[config.mk]
export PLATFORM = sky130hd
export DESIGN_NAME = dsc_descrambler
export DESIGN_NICKNAME = d
export VERILOG_FILES = /design/src/rtl/dsc_pkg.sv /design/src/rtl/dsc_keystream.sv /design/src/rtl/dsc_acquire.sv /design/src/rtl/dsc_hold_timer.sv /design/src/rtl/dsc_descrambler.sv
export SDC_FILE = /design/constraint.sdc
export NUM_CORES = 1
export LEC_CHECK = 0
export ABC_AREA = 0
export BUFFER_PORTS_ARGS = -buffer_cell sky130_fd_sc_hd__buf_2
export CORE_MARGIN = 2
export CORE_UTILIZATION = 50
export CTS_BUF_LIST = sky130_fd_sc_hd__clkbuf_8
export DETAILED_ROUTE_END_ITERATION = 16
export HOLD_SLACK_MARGIN = 0.08
export PLACE_DENSITY = 0.78
export SETUP_SLACK_MARGIN = 0.3
export SLEW_MARGIN = 5
export SYNTH_ARGS = -nofsm -noshare
export SYNTH_HDL_FRONTEND = slang
export SYNTH_SLANG_ARGS = --single-unit
[constraint.sdc]
create_clock -name clk_i -period 5.3 [get_ports clk_i]
set_input_delay 0.795 -clock clk_i [delete_from_list [all_inputs] [get_ports clk_i]]
set_output_delay 0.795 -clock clk_i [all_outputs]
set_load 0.1 [all_outputs]
[src/rtl/dsc_pkg.sv]
package dsc_pkg;
  localparam int LFSR_W       = 11;
  localparam int LFSR_TAP     = 9;
  localparam int ACQ_RUN      = 40;
  localparam int IDLE_RUN     = 30;
  localparam int HOLD_DEFAULT = 90250;

  typedef enum logic [0:0] {
    ST_HUNT = 1'b0,
    ST_LOCK = 1'b1
  } dsc_state_e;
endpackage

[src/rtl/dsc_keystream.sv]
module dsc_keystream #(
  parameter int W   = 11,
  parameter int TAP = 9
) (
  input  logic clk_i,
  input  logic rst_ni,
  input  logic clear_i,
  input  logic shift_i,
  input  logic in_bit_i,
  output logic key_o
);
  logic [W-1:0] sr_q;

  // sr_q[0] newest keystream bit, sr_q[W-1] oldest
  assign key_o = sr_q[W-1] ^ sr_q[TAP-1];

  always_ff @(posedge clk_i or negedge rst_ni) begin
    if (!rst_ni)      sr_q <= '0;
    else if (clear_i) sr_q <= '0;
    else if (shift_i) sr_q <= {sr_q[W-2:0], in_bit_i};
  end

  assert_shift_in_R3: assert property (@(posedge clk_i) disable iff (!rst_ni)
    (shift_i && !clear_i) |=> (sr_q[0] == $past(in_bit_i)));
endmodule

[src/rtl/dsc_acquire.sv]
module dsc_acquire #(
  parameter int SEED_LEN = 11,
  parameter int RUN_LEN  = 40
) (
  input  logic clk_i,
  input  logic rst_ni,
  input  logic clear_i,
  input  logic step_i,
  input  logic match_i,
  output logic done_o
);
  localparam int CW = $clog2(RUN_LEN + 1);

  logic [CW-1:0] run_q;
  logic seeding, good;

  assign seeding = run_q < CW'(SEED_LEN);
  assign good    = seeding | match_i;
  assign done_o  = step_i & good & (run_q == CW'(RUN_LEN - 1));

  always_ff @(posedge clk_i or negedge rst_ni) begin
    if (!rst_ni)      run_q <= '0;
    else if (clear_i) run_q <= '0;
    else if (step_i) begin
      if (!good || done_o) run_q <= '0;
      else                 run_q <= run_q + 1'b1;
    end
  end

  assert_run_range_R1: assert property (@(posedge clk_i) disable iff (!rst_ni)
    run_q < CW'(RUN_LEN));
  assert_mismatch_restart_R2: assert property (@(posedge clk_i) disable iff (!rst_ni)
    (step_i && !seeding && !match_i && !clear_i) |=> (run_q == '0));
endmodule

[src/rtl/dsc_hold_timer.sv]
module dsc_hold_timer #(
  parameter int HOLD_CYCLES = 90250,
  parameter int IDLE_RUN    = 30
) (
  input  logic clk_i,
  input  logic rst_ni,
  input  logic clear_i,
  input  logic start_i,
  input  logic active_i,
  input  logic step_i,
  input  logic bit_i,
  output logic expire_o
);
  localparam int TW = $clog2(HOLD_CYCLES + 1);
  localparam int IW = $clog2(IDLE_RUN + 1);

  logic [TW-1:0] timer_q;
  logic [IW-1:0] ones_q;
  logic reload;

  assign reload   = active_i & step_i & bit_i & (ones_q == IW'(IDLE_RUN - 1));
  assign expire_o = active_i & ~start_i & ~reload & (timer_q == TW'(1));

  always_ff @(posedge clk_i or negedge rst_ni) begin
    if (!rst_ni)                  ones_q <= '0;
    else if (clear_i || start_i)  ones_q <= '0;
    else if (active_i && step_i) begin
      if (!bit_i || reload) ones_q <= '0;
      else                  ones_q <= ones_q + 1'b1;
    end
  end

  always_ff @(posedge clk_i or negedge rst_ni) begin
    if (!rst_ni)                          timer_q <= '0;
    else if (clear_i)                     timer_q <= '0;
    else if (start_i || reload)           timer_q <= TW'(HOLD_CYCLES);
    else if (active_i && timer_q != '0)   timer_q <= timer_q - 1'b1;
  end

  assert_timer_range_R4: assert property (@(posedge clk_i) disable iff (!rst_ni)
    timer_q <= TW'(HOLD_CYCLES));
  assert_reload_full_R4: assert property (@(posedge clk_i) disable iff (!rst_ni)
    (reload && !clear_i) |=> (timer_q == TW'(HOLD_CYCLES)));
  assert_live_timer_R4: assert property (@(posedge clk_i) disable iff (!rst_ni)
    (active_i && !start_i) |-> (timer_q != '0));
endmodule

[src/rtl/dsc_descrambler.sv]
module dsc_descrambler
  import dsc_pkg::*;
#(
  parameter int HOLD_CYCLES = HOLD_DEFAULT,
  parameter int ACQ_LEN     = ACQ_RUN,
  parameter int IDLE_LEN    = IDLE_RUN,
  parameter int KEY_W       = LFSR_W,
  parameter int KEY_TAP     = LFSR_TAP
) (
  input  logic clk_i,
  input  logic rst_ni,
  input  logic bit_i,
  input  logic bit_valid_i,
  input  logic link_up_i,
  output logic bit_o,
  output logic bit_valid_o,
  output logic locked_o,
  output logic lock_lost_o
);
  dsc_state_e state_q;
  logic step, hunting, key, match, lock_evt, expire, clear_all, plain;

  assign step      = bit_valid_i & link_up_i;
  assign hunting   = (state_q == ST_HUNT);
  assign match     = (key == ~bit_i);
  assign plain     = bit_i ^ key;
  assign clear_all = ~link_up_i | expire;

  dsc_keystream #(.W(KEY_W), .TAP(KEY_TAP)) i_keystream (
    .clk_i    (clk_i),
    .rst_ni   (rst_ni),
    .clear_i  (clear_all),
    .shift_i  (step),
    .in_bit_i (hunting ? ~bit_i : key),
    .key_o    (key)
  );

  dsc_acquire #(.SEED_LEN(KEY_W), .RUN_LEN(ACQ_LEN)) i_acquire (
    .clk_i   (clk_i),
    .rst_ni  (rst_ni),
    .clear_i (clear_all),
    .step_i  (step & hunting),
    .match_i (match),
    .done_o  (lock_evt)
  );

  dsc_hold_timer #(.HOLD_CYCLES(HOLD_CYCLES), .IDLE_RUN(IDLE_LEN)) i_hold (
    .clk_i    (clk_i),
    .rst_ni   (rst_ni),
    .clear_i  (~link_up_i),
    .start_i  (lock_evt),
    .active_i (~hunting),
    .step_i   (step),
    .bit_i    (plain),
    .expire_o (expire)
  );

  always_ff @(posedge clk_i or negedge rst_ni) begin
    if (!rst_ni) state_q <= ST_HUNT;
    else if (!link_up_i) state_q <= ST_HUNT;
    else begin
      unique case (state_q)
        ST_HUNT: if (lock_evt) state_q <= ST_LOCK;
        ST_LOCK: if (expire)   state_q <= ST_HUNT;
        default:               state_q <= ST_HUNT;
      endcase
    end
  end

  always_ff @(posedge clk_i or negedge rst_ni) begin
    if (!rst_ni) begin
      bit_o       <= 1'b0;
      bit_valid_o <= 1'b0;
      lock_lost_o <= 1'b0;
    end else begin
      bit_valid_o <= step & ~hunting;
      bit_o       <= (step & ~hunting) ? plain : 1'b0;
      lock_lost_o <= ~hunting & clear_all;
    end
  end

  assign locked_o = (state_q == ST_LOCK);

  assert_lock_on_bit_R1: assert property (@(posedge clk_i) disable iff (!rst_ni)
    $rose(locked_o) |-> $past(step));
  assert_link_drop_R6: assert property (@(posedge clk_i) disable iff (!rst_ni)
    !link_up_i |=> !locked_o);
  assert_lost_single_R5: assert property (@(posedge clk_i) disable iff (!rst_ni)
    lock_lost_o |=> !lock_lost_o);
  assert_lost_unlocked_R5: assert property (@(posedge clk_i) disable iff (!rst_ni)
    lock_lost_o |-> !locked_o);
  assert_quiet_hunt_R9: assert property (@(posedge clk_i) disable iff (!rst_ni)
    !locked_o |=> (!bit_valid_o && !bit_o));
endmodule

## Word-level counts from Yosys, hierarchy flattened

Index checks and enable logic that the tools add are counted.

- $add $sub $neg: 3
- Magnitude comparators: 1
- Equality and inequality tests: 5
- Muxes and demuxes: 17
- Bitwise logic cells: 20
- Reduce and logical (&&, ||, !) cells: 12

Operators with widths:

| kind | count |
|---|---|
| $mux W17 | 3 |
| $mux W11 | 2 |
| $mux W6 | 3 |
| $eq A17 B1 Y1 const B | 1 |
| $reduce_bool A17 Y1 | 1 |
| $sub A17 B1 Y17 const B | 1 |
| $mux W5 | 3 |
| $and A1 B1 Y1 | 11 |
| $add A6 B1 Y6 const B | 1 |
| $eq A6 B6 Y1 const B | 1 |
| $lt A6 B4 Y1 const B | 1 |
| $reduce_bool A2 Y1 | 3 |
| $add A5 B1 Y5 const B | 1 |
| $eq A5 B5 Y1 const B | 1 |
| $mux W1 | 5 |
| $not A1 Y1 | 5 |
| $logic_or A1 B1 Y1 | 4 |
| $ne A3 B1 Y1 const B | 1 |
| $logic_and A1 B1 Y1 | 2 |
| $logic_not A1 Y1 | 2 |
| $or A1 B1 Y1 | 2 |
| $pmux W1 S2 | 1 |
| $xor A1 B1 Y1 | 2 |
| $eq A1 B1 Y1 | 1 |

- Bits in registers: 43
- Output and inout bits: 4
- Logic and storage cells: 66

## Longest topological paths before layout

Gate-level depths: netlist of run 1.

- Depth after elaboration: 12
- Gate-level depth with buffers: 8
- Mapped depth without buffers: 7

## Modules after synthesis

Synthesis of run 1 repeated with hierarchy kept, for this count alone.

- Cell total of the unflattened synthesis: 247
- Area, all modules: 2,444.8 um^2

Modules (own cells, without submodules):

| module | times used | cells each | area each (um^2) |
|---|---|---|---|
| dsc_hold_timer | 1 | 151 | 1,407.6 |
| dsc_keystream | 1 | 36 | 450.4 |
| dsc_acquire | 1 | 43 | 406.6 |
| dsc_descrambler | 1 | 17 | 180.2 |

## Worst setup path after synthesis of run 1

No wires, ideal clock.

- Path type: reg-to-reg
- From: register state_q (netlist: locked_o)
- To: register i_keystream.sr_q[8]
- Arrival time: 2.430 ns
- Required time: 5.179 ns
- Slack: 2.749 ns
- Stages on the path, launching flop included: 7
- Path buffers: 1
- Clock period less this slack: 2.551 ns
- Path through: dfrtp_1 -> nor3b_1 -> nand2_1 -> or4_4 -> nor2b_4 -> buf_6 -> a22o_1

- Cells in the longest elaborated chain, start to end: 10
- Elaborated cells on any way between the ends: 15
- Those cells by class: mux: 1; bitwise: 13; reduce/logical: 1

RTL lines:

| item | RTL line | source |
|---|---|---|
| start: declaration | dsc_descrambler.sv:20 | `dsc_state_e state_q;` |
| start signal: assignment | dsc_descrambler.sv:59 | `if (!rst_ni) state_q <= ST_HUNT;` |
| start signal: assignment | dsc_descrambler.sv:60 | `else if (!link_up_i) state_q <= ST_HUNT;` |
| start signal: assignment | dsc_descrambler.sv:63 | `ST_HUNT: if (lock_evt) state_q <= ST_LOCK;` |
| $not A1 Y1 | dsc_descrambler.sv:24 | `assign hunting = (state_q == ST_HUNT);` |
| $and A1 B1 Y1 | dsc_descrambler.sv:42 | `.step_i (step & hunting),` |
| $and A1 B1 Y1 (2 in a row) | dsc_acquire.sv:19 | `assign done_o = step_i & good & (run_q == CW'(RUN_LEN - 1));` |
| $not A1 Y1 | dsc_hold_timer.sv:22 | `assign expire_o = active_i & ~start_i & ~reload & (timer_q == TW'(1));` |
| $and A1 B1 Y1 | dsc_hold_timer.sv:22 |  |
| $and A1 B1 Y1 (*) (2 in a row) | dsc_hold_timer.sv:22 |  |
| $or A1 B1 Y1 (*) | dsc_descrambler.sv:27 | `assign clear_all = ~link_up_i \| expire;` |
| $mux W11 or $reduce_bool A2 Y1 (tied branches) | - |  |
| end signal: assignment | dsc_keystream.sv:20 | `else if (shift_i) sr_q <= {sr_q[W-2:0], in_bit_i};` |
| end: declaration | dsc_keystream.sv:12 | `logic [W-1:0] sr_q;` |

Every way passes the cells marked *; elsewhere a longest branch is shown, timed or not.
A chain may end at the register's enable or synchronous reset.

## Final worst setup path of run 1

- From: register state_q (netlist: locked_o)
- To: register i_hold.timer_q[3]

- Cells in the longest elaborated chain, start to end: 7
- Elaborated cells on any way between the ends: 12
- Those cells by class: eq/ne: 1; mux: 2; bitwise: 7; reduce/logical: 2

RTL lines:

| item | RTL line | source |
|---|---|---|
| $not A1 Y1 | dsc_descrambler.sv:24 |  |
| $and A1 B1 Y1 | dsc_descrambler.sv:42 |  |
| $and A1 B1 Y1 (2 in a row) | dsc_acquire.sv:19 |  |
| $logic_or A1 B1 Y1 | dsc_hold_timer.sv:36 | `else if (start_i \|\| reload) timer_q <= TW'(HOLD_CYCLES);` |
| $mux W17 | dsc_hold_timer.sv:36 |  |
| $mux W17 | dsc_hold_timer.sv:35 | `else if (clear_i) timer_q <= '0;` |
| end signal: assignment | dsc_hold_timer.sv:36 |  |
| end signal: assignment | dsc_hold_timer.sv:37 | `else if (active_i && timer_q != '0) timer_q <= timer_q - 1'b1;` |
| end: declaration | dsc_hold_timer.sv:17 | `logic [TW-1:0] timer_q;` |

Several ways; a longest one is shown, not always the timed one.

==> metrics.md, run 1 <==
| Metric | Value |
|---|---|
| Max Root-Sink Buffers | 2 |
| RSZ-0062 raised after global routing | no |
| Post-synthesis async set-or-reset flop share | 100% |
| Area contributors post-synth | dfrtp_1 48%, a22o_1 4.7%, nor2_1 4.0% |
| Hold buffer count at CTS | 0 |
| Critical path arrival | 2.61 ns |
| Crit path time final | 2.40 ns |
| Relative slew slack | 22.8% |
| WL per Instance | 14.2 um |
| Initial antenna violation count | 0 |
| Synth-to-layout area growth | 8.15% |
| Post-detail-place hpwl | 2.83 mm |
| Synth Flop Type | dfrtp_1 |
| DRT iter0 DRCs | 77 |
| Die Footprint | 5030 sq um |
| Num CTS Buffers | 5 |
| N_diodes | 0 |
| Max stage delay on crit path | 0.73 ns |
| Setup Viol. Count Final | 0 |
| Post-Syn Area | 2240 sq um |
| Final GP Congestion | 0.820 |
| Post-Route Setup TNS | 0 ns |
| PD cells | 241 nW/um^2 |
| Gr usage total | 17.3% |
| NumNets Final | 243 |
| Row count | 24 |
| Io pins | 9 |
| CP Class | reg -> reg |
| Initial Utilization | 51.8% |
| Unique masters post-synth | 39 |
| Synth warn | 0 |
| Most common cell in the netlist | dfrtp_1 |
| Clock sinks | 43 |
| DRC | 0 |
| DRT Wirelength | 4.06 mm |
| VDD IR max | 0.209 mV |
| Root buffer cell | clkbuf_8 |
| WP data required | 5.50 ns |
| Synth Net Count | 234 |
| Hold Path Cell Cnt | 1 |
| Worst hold slack | 0.504 ns |
| Crit path capture type | register |
| Yosys top cell by area | dfrtp_1 |
| HP Class | reg -> reg |
| Post-synth top area share | 48.0% |
| Pin count of the biggest net entering global routing | 44 |
| Post-Synthesis Cells | 223 |
| Fin. max-slew vios | 0 |
| EDFF count, synth | 0 |
| Fin util | 56.0% |
| Hold Vio Cnt, Final | 0 |
| Startpoint Class | register |
| Total number of vias | 1,662 |
| Fmax | 0.416 GHz |
| Share of layout cells above drive strength 1 | 9.44% |
| Post-CTS Resized | 0 |
| Clock Latency Late Sink | 0.29 ns |
| Synth cell count leaders | 43 x dfrtp_1, 24 x nor2_1, 18 x nand2_1 |
| Worst slew pin tran | 1.15 ns |
| Maxcap violations | 0 |
| Vias in the first global route | 1,594 |
| Delay-heaviest family, CP | simple AND/OR/NAND/NOR gates |
| TritonCTS clock tree | yes |
| Reg clk slew, reported paths | 0.08 ns |
| CP max stage cell | or4b_2 |
| Setup Skew | 0.00807 ns |
| Max FO, Critical Path | 14 |
| # port buffers | 8 |
| CTS H-Tree Depth | 2 |
| Leak Pwr | 1.15 nW |
| Worst path bufs/invs | 0 |
| GRT overflow | 0 |
| Die Span X | 70.9 um |
| Post-synthesis sequential area ratio | 48.0% |
| Syn avg cell area | 10.0 sq um |
| Core area | 4320 sq um |
| Status | complete, no violations |
| CP Cell Sequence | or4b_2 > o22a_1 > nor3_1 > a21oi_1 > a21boi_0 |
| Final period util | 45.4% |
| Die H | 70.9 um |
| Worst R2R Path Depth | 5 |
| DR pass1 iterations | 4 |
| Vias/cell | 5.83 |
| Antenna-violating nets left | 0 |
| First-pass GRT wire length | 7.04 mm |
| Post-synthesis register bit count | 43 |
| Critical Path Stages | 5 |
| Setup repair bufs after CTS | 0 |
[final cells by class]
cell class              instances  area, sq um
clock buffers                   7         96.3
clock inverters                 1         7.51
fillers                       398         1900
inverters                       6         22.5
multi-input cells             167         1110
flip-flops and latches         43         1080
well taps                      52         65.1
repair buffers                  9         47.5
[power by group]
| part | leakage [nW] | internal, mW | switching (mW) | total [mW] |
|---|---|---|---|---|
| Combinational | 0.502 | 0.00878 | 0.0203 | 0.0291 |
| Sequential | 0.599 | 0.330 | 0.00152 | 0.331 |
| Clock | 0.0505 | 0.118 | 0.106 | 0.225 |
[cells by family after synthesis]
kind of cell	Yosys count	synth area share (%)
AND/OR/NAND/NOR	96	23.5
buffers and inverters	13	2.51
adder cells (fa/ha/maj)	6	3.35
flip-flops	43	48.0
AO/OA/AOI/OAI	46	13.9
XOR/XNOR	19	8.71
[cells in the final DEF (no fill, tap or decap), types with 2 or more instances in the layout]
| cell type | instances |
|---|---|
| clkbuf_8 | 7 |
| and3_1 | 3 |
| dfrtp_1 | 43 |
| a21o_1 | 4 |
| xnor2_1 | 7 |
| nand4_1 | 4 |
| inv_1 | 6 |
| nor4_1 | 5 |
| nor2_1 | 24 |
| nand3b_1 | 2 |
| o21a_1 | 2 |
| nand2_1 | 18 |
| a22o_1 | 12 |
| o21ai_0 | 8 |
| buf_2 | 8 |
| ha_1 | 6 |
| nor3b_1 | 5 |
| nand3_1 | 6 |
| or3_1 | 8 |
| nor3_1 | 12 |
| xor2_1 | 10 |
| a21oi_1 | 14 |
[worst register-to-register path, delay by kind of cell (launching register included)]
kind	cells	cell delay, ns
AOI/OAI and AO/OA	3	0.47
DFF	1	0.54
and+or+nand+nor	2	1.31
[through the flow]
step / area, sq um / power, mW / worst slack, ns / instances
after CTS: 2420 / 0.592 / 2.89 / 285
final: 2420 / 0.585 / 2.90 / 285
after global placement: 2320 / 0.367 / 2.85 / 277
after detailed placement: 2320 / 0.367 / 2.79 / 277
after global routing: 2420 / 0.611 / 2.76 / 285
after floorplan: 2240 / 0.355 / 2.75 / 223
[flip-flops by register name, indices dropped and copies added (netlist names)]
register,flops
bit_o,1
bit_valid_o,1
i_acquire.run_q,6
i_hold.ones_q,5
i_hold.timer_q,17
i_keystream.sr_q,11
lock_lost_o,1
locked_o,1
[final timing paths]
path | startpoint | endpoint | slack, ns
max in group asynchronous | rst_ni | i_hold.timer_q[5] | 4.08
hold / removal | i_keystream.sr_q[0] | i_keystream.sr_q[1] | 0.50
setup / recovery | locked_o | i_hold.timer_q[3] | 2.90
min in group asynchronous | rst_ni | i_keystream.sr_q[3] | 0.65
hold reg to reg | i_keystream.sr_q[0] | i_keystream.sr_q[1] | 0.50
setup reg to reg | locked_o | i_hold.timer_q[3] | 2.90
[routing by layer]
layer / wire (um) / vias up / global-route usage [%]
li1: - / 822 / -
met1: 2050 / 816 / 23.4
met2: 1870 / 20 / 27.5
met3: 116 / 4 / 4.99
met4: 25 / 0 / 5.03
met5: 0 / - / 0
Power figures use the tool's default switching activity.
==> run 2, diff against run 1 <==
PLACE_DENSITY = 0.8   (was 0.78)
clock period = 2.2 ns   (was 5.3 ns; I/O delays follow)
==> run 2 against run 1 <==
Global-route usage is 2.9 points higher. Critical path depth unchanged. Final cell count increased by 6.7%. Total power up 130%. Sequential share of layout area decreased by 3.6 points. Hold slack got worse by 0.13 ns. Non-clock buffer count up 18. Sequential power rose by 140%. Largest cell class unchanged. Highest routed layer unchanged.
==> metrics.md, run 2 (synthesis gave the netlist of run 1 again) <==
| Metric | Value |
|---|---|
| N_diodes | 0 (unchanged) |
| WL per Instance | 15.0 um (+5.3%) |
| Clock sinks | 43 (unchanged) |
| Core area | 4320 sq um (unchanged) |
| Root buffer cell | clkbuf_8 |
| Antenna-violating nets left | 0 (unchanged) |
| Initial Utilization | 51.8% (unchanged) |
| Fin. max-slew vios | 0 (unchanged) |
| Commonest non-fill, non-tap cell in the layout | dfrtp_1 |
| PD cells | 509 nW/um^2 (+110%) |
| RSZ-0062 raised after global routing | yes |
| Sw frac | 23.0% (+1.1 points) |
| Register share of total power | 59.1% (+2.5 points) |
| Row count | 24 (unchanged) |
| Post-Route Setup TNS | 0 ns (unchanged) |
| CTS H-Tree Depth | 2 (unchanged) |
| Comb pwr share | 6.4% (+1.4 points) |
| Setup Viol. Count Final | 0 (unchanged) |
| Critical path arrival | 2.10 ns (-0.51 ns) |
| CP max stage cell | or4_4 |
| Die H | 70.9 um (unchanged) |
| Startpoint Class | register |
| Regs by FF count | i_hold.timer_q (17), i_keystream.sr_q (11), i_acquire.run_q (6) |
| Post-detail-place hpwl | 3.07 mm (+8.7%) |
| CP Cell Sequence | nor4_4 > nand4_2 > or4_4 > nor2b_4 > a22o_1 |
| Total number of vias | 1,756 (+5.7%) |
| Most frequent cells in the layout | 39 x dfrtp_1, 24 x nor2_1, 18 x nand2_1 |
| Gr usage total | 20.2% (+2.9 points) |
| Internal power | 1.04 mW (+130%) |
| Pin count of the biggest net entering global routing | 24 (-45%) |
| Vias/cell | 5.78 (-0.95%) |
| CP Class | reg -> reg |
| Maxcap violations | 0 (unchanged) |
| DRT Wirelength | 4.56 mm (+12%) |
| Clock share of power | 34.5% (-3.9 points) |
| Final period util | 87.2% (+42 points) |
| Crit path time final | 1.92 ns (-0.486 ns) |
| Worst slew pin tran | 0.653 ns (-0.501 ns) |
| Biggest register | i_hold.timer_q |
| Vias in the first global route | 1,745 (+9.5%) |
| Fmax | 0.521 GHz (+25%) |
| Die Span X | 70.9 um (unchanged) |
| Leak Pwr | 1.28 nW (+11%) |
| Synth-to-layout area growth | 18.5% |
| Die Footprint | 5030 sq um (unchanged) |
| Clock Latency Late Sink | 0.30 ns (about the same) |
| Net Sw Power | 311 uW (+140%) |
| Final worst setup slack | 0.282 ns (-2.61 ns) |
| Max FO, Critical Path | 6 (-8) |
| Max stage delay on crit path | 0.47 ns (-0.26 ns) |
| Max Root-Sink Buffers | 2 (unchanged) |
| Hold Vio Cnt, Final | 0 (unchanged) |
| Post-Place Worst Slack | 0.0685 ns (-2.72 ns) |
| FF-to-FF End | i_keystream.sr_q[7] |
| Crit path capture type | register |
| Hold Path Cell Cnt | 3 (+2) |
| HP Class | in -> reg |
| Relative slew slack | 56.3% (+33 points) |
| Setup Skew | 0.00851 ns (+0.000438 ns) |
| DRC | 0 (unchanged) |
| DRT iter0 DRCs | 93 (+21%) |
| Fillers | 388 (-2.5%) |
| First-pass GRT wire length | 8.05 mm (+14%) |
| Worst path bufs/invs | 0 (unchanged) |
| R2r startpoint | i_hold.timer_q[15] |
| Initial antenna violation count | 0 (unchanged) |
| Final GP Congestion | 0.843 (+2.8%) |
| Largest register FFs | 17 (unchanged) |
| WP data required | 2.38 ns (-3.12 ns) |
| Worst R2R Path Depth | 5 (unchanged) |
| # port buffers | 8 (unchanged) |
| Status | complete, no violations |
| TritonCTS clock tree | yes |
| Share of layout cells above drive strength 1 | 21.0% (+12 points) |
| Worst setup endpoint | i_keystream.sr_q[7] |
| NumNets Final | 262 (+7.8%) |
| DR pass1 iterations | 4 (unchanged) |
| Io pins | 9 (unchanged) |
| Critical Path Start | i_hold.timer_q[15] |
| GRT overflow | 0 (unchanged) |
| R2R setup slack | 0.28 ns (-2.61 ns) |
| Num CTS Buffers | 5 (unchanged) |
| Reg clk slew, reported paths | 0.08 ns (about the same) |
| Delay-heaviest family, CP | simple AND/OR/NAND/NOR gates |
| VDD IR max | 0.389 mV (+86%) |
| Critical Path Stages | 5 (unchanged) |
==> run 2: changes by cell type in the layout (fill, tap and decap cells not counted), moves of 3 or more <==
cell	change
dfrtp_1	-4
dfrtp_2	+3
buf_4	+15
nor3_1	-3
==> run 2: metrics by stage <==
stage	cells	hold WS [ns]	total power [mW]	instance area, sq um	util, %
2_1_floorplan	223	0.0344	0.857	2260	-
3_3_place_gp	287	0.322	0.892	2430	56.1
3_5_place_dp	287	0.320	0.894	2430	56.1
4_1_cts	303	0.356	1.37	2610	60.3
5_1_grt	304	0.368	1.40	2660	61.4
6_report	304	0.371	1.35	2660	61.4
==> run 2: final cells by class <==
type | instances | area [sq um] | share of cell area, %
Sequential cell | 43 | 1080 | 40.8
Inverter | 6 | 22.5 | 0.848
Timing Repair Buffer | 27 | 201 | 7.58
Multi-Input combinational cell | 168 | 1200 | 45.3
Tap cell | 52 | 65.1 | 2.45
Clock inverter | 3 | 12.5 | 0.471
Clock buffer | 5 | 68.8 | 2.59
==> run 2: repair_timing <==
| item | in CTS | in global routing |
|---|---|---|
| gates cloned | 1 | 0 |
| endpoints found under the setup margin | 34 | 33 |
| resized for setup | 10 | 10 |
| hold buffers | 1 | 0 |
| pin swaps | 3 | 5 |
| endpoints found under the hold margin | 20 | 0 |
| buffers inserted | 6 | 1 |
==> run 2: power groups by stage <==
stage               Combinational (mW)  Sequential, mW  Clock (mW)
floorplan                       0.0434           0.813           0
global placement                0.0783           0.814           0
detailed placement              0.0799           0.814           0
CTS                             0.0860           0.798       0.483
global route                    0.0970           0.799       0.508
finish                          0.0864           0.798       0.466
==> run 2: worst min-delay path by stage <==
stage	start	to
floorplan	rst_ni	bit_o
global placement	rst_ni	i_hold.timer_q[12]
detailed placement	rst_ni	i_hold.timer_q[12]
CTS	link_up_i	locked_o
global route	link_up_i	locked_o
finish	link_up_i	locked_o
==> run 2: tightest hold or removal path, delay by kind of cell <==
kind | cells | cell delay [ns]
buffers and inverters | 1 | 0.19
and+or+nand+nor | 1 | 0.08
AOI/OAI and AO/OA | 1 | 0.04
==> run 2: metal layers <==
layer | global-route usage, % | part of all wire [%] | up-vias
li1 | - | - | 856
met1 | 28.0 | 46 | 867
met2 | 31.2 | 48 | 25
met3 | 4.99 | 3.6 | 8
met4 | 7.55 | 1.7 | 0
met5 | 0 | 0 | -
